--- src/rtl/pgood_pkg.sv ---
package pgood_pkg;

  // Counter width able to hold values 0 .. hold-1 (at least one bit).
  function automatic int hold_cnt_w(input int hold);
    if (hold <= 2) return 1;
    return $clog2(hold);
  endfunction

  // Next value of the hold counter: reload on failure, count down otherwise.
  function automatic int unsigned hold_next(input int unsigned cur,
                                            input bit          cond_ok,
                                            input int unsigned reload);
    if (!cond_ok)  return reload;
    if (cur != 0)  return cur - 1;
    return 0;
  endfunction

endpackage

--- src/rtl/pgood_qualify.sv ---
module pgood_qualify #(
  parameter int N_RAILS = 2
) (
  input  logic               clk,
  input  logic               rst_n,
  input  logic [N_RAILS-1:0] above,
  input  logic [N_RAILS-1:0] ss_done,
  output logic               all_ok
);

  logic [N_RAILS-1:0] rail_ok;

  for (genvar i = 0; i < N_RAILS; i++) begin : g_rail
    assign rail_ok[i] = above[i] & ss_done[i];
  end

  assign all_ok = &rail_ok;

  // A rail qualifies only when both its indications are present.
  AST_QUAL_NEEDS_SS: assert property (@(posedge clk) disable iff (!rst_n)
    all_ok |-> (&ss_done));
  AST_QUAL_NEEDS_ABOVE: assert property (@(posedge clk) disable iff (!rst_n)
    all_ok |-> (&above));

endmodule

--- src/rtl/pgood_hold.sv ---
module pgood_hold #(
  parameter int HOLD_CYCLES = 500
) (
  input  logic clk,
  input  logic rst_n,
  input  logic cond_ok,
  output logic pull_low,
  output logic hold_busy
);

  localparam int CW = pgood_pkg::hold_cnt_w(HOLD_CYCLES);
  localparam logic [CW-1:0] RELOAD = CW'(HOLD_CYCLES - 1);

  logic [CW-1:0] hold_cnt;
  logic [CW-1:0] hold_cnt_nxt;

  assign hold_cnt_nxt = CW'(pgood_pkg::hold_next(32'(hold_cnt), cond_ok, 32'(RELOAD)));
  assign hold_busy    = (hold_cnt != '0);

  always_ff @(posedge clk or negedge rst_n) begin
    if (!rst_n) begin
      hold_cnt <= RELOAD;
      pull_low <= 1'b1;
    end else begin
      hold_cnt <= hold_cnt_nxt;
      pull_low <= !(cond_ok && !hold_busy);
    end
  end

  AST_FAIL_PULLS_LOW: assert property (@(posedge clk) disable iff (!rst_n)
    !cond_ok |=> pull_low);
  AST_HOLD_KEEPS_LOW: assert property (@(posedge clk) disable iff (!rst_n)
    hold_busy |=> pull_low);
  AST_RESTART_RELOADS: assert property (@(posedge clk) disable iff (!rst_n)
    !cond_ok |=> (hold_cnt == RELOAD));
  AST_NO_OVERFLOW: assert property (@(posedge clk) disable iff (!rst_n)
    hold_cnt <= RELOAD);
  AST_RELEASE_STAYS: assert property (@(posedge clk) disable iff (!rst_n)
    (!pull_low && cond_ok) |=> !pull_low);

endmodule

--- src/rtl/pgood_flag.sv ---
module pgood_flag #(
  parameter int N_RAILS     = 2,
  parameter int HOLD_CYCLES = 500
) (
  input  logic               clk,
  input  logic               rst_n,
  input  logic [N_RAILS-1:0] rail_above,
  input  logic [N_RAILS-1:0] rail_ss_done,
  output logic               pg_pull_low
);

  logic qual_ok;
  logic hold_busy;

  pgood_qualify #(.N_RAILS(N_RAILS)) u_qual (
    .clk     (clk),
    .rst_n   (rst_n),
    .above   (rail_above),
    .ss_done (rail_ss_done),
    .all_ok  (qual_ok)
  );

  pgood_hold #(.HOLD_CYCLES(HOLD_CYCLES)) u_hold (
    .clk       (clk),
    .rst_n     (rst_n),
    .cond_ok   (qual_ok),
    .pull_low  (pg_pull_low),
    .hold_busy (hold_busy)
  );

  AST_REL_ABOVE: assert property (@(posedge clk) disable iff (!rst_n)
    $fell(pg_pull_low) |-> $past(&rail_above));
  AST_REL_SS: assert property (@(posedge clk) disable iff (!rst_n)
    $fell(pg_pull_low) |-> $past(&rail_ss_done));
  AST_REL_IDLE: assert property (@(posedge clk) disable iff (!rst_n)
    $fell(pg_pull_low) |-> !$past(hold_busy));

endmodule

--- config.mk ---
export PLATFORM = sky130hd
export DESIGN_NAME = pgood_flag
export DESIGN_NICKNAME = d
export VERILOG_FILES = /design/src/rtl/pgood_pkg.sv /design/src/rtl/pgood_qualify.sv /design/src/rtl/pgood_hold.sv /design/src/rtl/pgood_flag.sv
export SDC_FILE = /design/constraint.sdc
export NUM_CORES = 1
export LEC_CHECK = 0
export ABC_AREA = 1
export BUFFER_PORTS_ARGS = -buffer_cell sky130_fd_sc_hd__buf_4
export CAP_MARGIN = 40
export CORE_MARGIN = 4
export CORE_UTILIZATION = 25
export CTS_CLUSTER_DIAMETER = 60
export CTS_CLUSTER_SIZE = 10
export DETAILED_ROUTE_END_ITERATION = 6
export HOLD_SLACK_MARGIN = 0.05
export PLACE_DENSITY_LB_ADDON = 0.08
export SYNTH_ARGS = -nofsm -noshare
export SYNTH_HDL_FRONTEND = slang
export SYNTH_HIERARCHICAL = 1
export SYNTH_SLANG_ARGS = --single-unit
--- constraint.sdc ---
create_clock -name clk -period 1.4 [get_ports clk]
set_clock_uncertainty 0.05 [all_clocks]
set_input_delay 0.21 -clock clk [delete_from_list [all_inputs] [get_ports clk]]
set_output_delay 0.21 -clock clk [all_outputs]
set_load 0.02 [all_outputs]
==> flow_metrics.env <==
export IMPL_outcome="finished, final reports clean"
export IMPL_dieWidth_um=55.72
export IMPL_crit_path_top_delay_cell="dfstp_2"
export IMPL_leakage_nw=0.3530
export IMPL_dr_pass1_iters=4
export IMPL_antenna_cells=0
export IMPL_comb_power_share_pct=4.4
export IMPL_crit_chain="inv_1 > ha_2 > nand2_2 > nor2_2 > nand3_4 > nand2_2 > nor2_1"
export IMPL_fill_cells=229
export IMPL_cp_buffers_inverters=1
export IMPL_grt_use_total_pct=8.955
export IMPL_cts_sinks=10
export IMPL_setup_viol_count_final=0
export IMPL_cp_start_kind="register"
export IMPL_max_stage_delay_ps=530
export IMPL_synth_nets=79
export IMPL_p_clk_share_pct=46.2
export IMPL_post_place_ws_ps=36.29
export IMPL_crit_required_ps=1560
export IMPL_fp_row_count=17
export IMPL_end_kind="register"
export IMPL_viasPerCell=4.153
export IMPL_clkLatencyLatePin_ps=280
export IMPL_relSlewSlack_pct=77.30
export IMPL_arrival_ps=1480
export IMPL_switchingPower_mw=0.1279
export IMPL_timing_rr_end="u_hold/hold_cnt[3]"
export IMPL_wire_per_inst_um=10.54
export IMPL_via_count=461
export IMPL_seqPwrFrac_pct=49.3
export IMPL_die_area_um2=3105
export IMPL_h_tree_depth=1
export IMPL_max_cap_viol_count=0
export IMPL_sw_frac_of_total_pct=21.63
export IMPL_numCtsBuffers=3
export IMPL_crit_top_cell="nand2_2"
export IMPL_slew_viol_final=0
export IMPL_nNetsFinal=91
export IMPL_io_buffers=6
export IMPL_drt_first_iter_violations=11
export IMPL_design_area_um2=703.2
export IMPL_power_mw=0.5913
export IMPL_grt_first_pass_wirelength_mm=2.014
export IMPL_clockBufferDepth=2
export IMPL_dp_hpwl_um=912.8
export IMPL_worst_path_max_fanout=7
export IMPL_min_path_type="in2reg"
export IMPL_clk_pin_slew_ps=70
export IMPL_synth_area_um2=569.3
export IMPL_first_global_vias=444
export IMPL_yosys_warnings=6
export IMPL_worstSetupPathDepth=7
export IMPL_critical_path_top_delay_family="flip-flops"
export IMPL_drc=0
export IMPL_worstMarginPinSlew_ps=339.2
export IMPL_syn2layout_area_growth_pct=23.52
export IMPL_start_util_pct=25.99
export IMPL_final_setup_worst_slack_ps=81.02
export IMPL_utilization_pct=32.10
export IMPL_tritoncts="built"
export IMPL_ys_seq_elements=10
export IMPL_grt_start_max_net_pins=11
export IMPL_drive_gt1_share_pct=40.96
export IMPL_pin_count=7
export IMPL_ant_nets=0
export IMPL_holdPathStages=4
export IMPL_yosysSeqAreaShare_pct=45.71
export IMPL_antenna_found_initial=0
export IMPL_finalCriticalPeriod_ps=1319
export IMPL_synthDistinctLibCells=18
export IMPL_place_congestion=0.7390
export IMPL_finalCritPeriodShare_pct=94.21
export IMPL_grt_ovfl_total=0
export IMPL_ir_drop_v=0.0003131
export IMPL_rr_startpoint="u_hold/hold_cnt[0]"
export IMPL_totalWireLength_mm=1.170
export IMPL_core_area_um2=2191
export IMPL_path_class="reg2reg"
export IMPL_place_inst=106
export IMPL_final_cells=111
export IMPL_fmax_ghz=0.7582
export IMPL_clockRootBuffer="clkbuf_4"
export IMPL_internal_power_mw=0.4634
export IMPL_finalHoldViolations=0
export IMPL_die_h_um=55.72
export IMPL_syn_avg_cell_area_um2=7.907
export IMPL_hold_start="rail_ss_done[1]"
export IMPL_r2r_slack_ps=80
export IMPL_place_area_um2=651.9
export IMPL_min_to="u_hold/hold_cnt[1]"
export IMPL_r2r_cells=7
export IMPL_synth_cells=72
export IMPL_p_per_area_nw_per_um2=840.9
synthesized netlist by cell type (all sizes together):
cell,instances,share of area (%)
dfrtp,2,8.8
inv,12,7.9
nand3,10,13
nand2,21,15
nor2,11,8.6
nor3,1,0.88
o21ai,3,3.3
dfstp,8,37
buf,1,0.88
xor2,1,1.5
nand4,1,1.1
ha,1,2.2
sequential cells by signal, indices dropped and copies added (netlist names):
register         count
u_hold/hold_cnt      9
u_hold/pull_low      1
how the worst max path moves through the flow:
stage                       startpoint            endpoint  slack (ps)
global route        u_hold/hold_cnt[1]  u_hold/hold_cnt[3]          -3
detailed placement  u_hold/hold_cnt[0]  u_hold/hold_cnt[2]          40
finish              u_hold/hold_cnt[0]  u_hold/hold_cnt[3]          80
CTS                 u_hold/hold_cnt[0]  u_hold/hold_cnt[2]          20
global placement    u_hold/hold_cnt[0]  u_hold/hold_cnt[3]          40
floorplan           u_hold/hold_cnt[0]  u_hold/hold_cnt[3]         120
power by group through the flow:
stage	logic (mW)	registers (mW)	clock network [mW]
after floorplan	0.00615	0.296	0
after global placement	0.0246	0.296	0
after detailed placement	0.0244	0.296	0
after CTS	0.0267	0.292	0.287
after global routing	0.0292	0.292	0.301
final	0.0262	0.292	0.273
kinds of logic after synthesis:
| group | after synthesis | synth area share, % |
|---|---|---|
| adder cells (fa/ha/maj) | 1 | 2.197 |
| AND/OR/NAND/NOR | 44 | 38.46 |
| AO/OA/AOI/OAI | 3 | 3.297 |
| buffers and inverters | 13 | 8.790 |
| flip-flops | 10 | 45.71 |
| XOR/XNOR | 1 | 1.539 |
area by class of cell:
class                      instances  area [µm²]  share of cell area (%)
clock buffer                       4       36.28                   5.160
timing repair buffer               8       62.56                   8.897
sequential                        10       260.3                   37.01
tap                               28       35.03                   4.982
multi-input combinational         49       264.0                   37.54
inverter                          12       45.04                   6.406
metal layers:
| metal | routed length, µm | global-route usage, % | up-vias |
|---|---|---|---|
| met4 | 34 | 8.333 | 0 |
| met2 | 499 | 12.67 | 8 |
| met1 | 591 | 10.42 | 205 |
| li1 | - | - | 244 |
| met3 | 45 | 3.016 | 4 |
| met5 | 0 | 0 | - |
placed cells by master (no fill, tap or decap), drive strengths merged:
cell type / n
nand2: 21
inv: 12
nor2: 11
nand3: 10
dfstp: 8
buf: 7
clkbuf: 4
o21ai: 3
dfrtp: 2
dlygate4sd3: 1
nand4: 1
xor2: 1
nor3: 1
ha: 1
repair_timing:
action / CTS / global route
setup endpoints to repair: 0 / 6
gates resized for setup: 0 / 2
hold buffers: 1 / 0
setup buffers: 0 / 0
endpoints found under the hold margin: 10 / 0
per-stage QoR:
step	hold slack (ps)	setup TNS, ps
after CTS	211.0	0
after floorplan	-135.6	0
final	231.1	0
after detailed placement	0.9277	0
after global routing	251.0	-3.398
after global placement	2.218	0
worst min-delay path: stages:
cell     delay, ps
buf_4          100
nand2_1         40
nor2_1          80
nand2_1         80
Power figures use the tool's default switching activity.
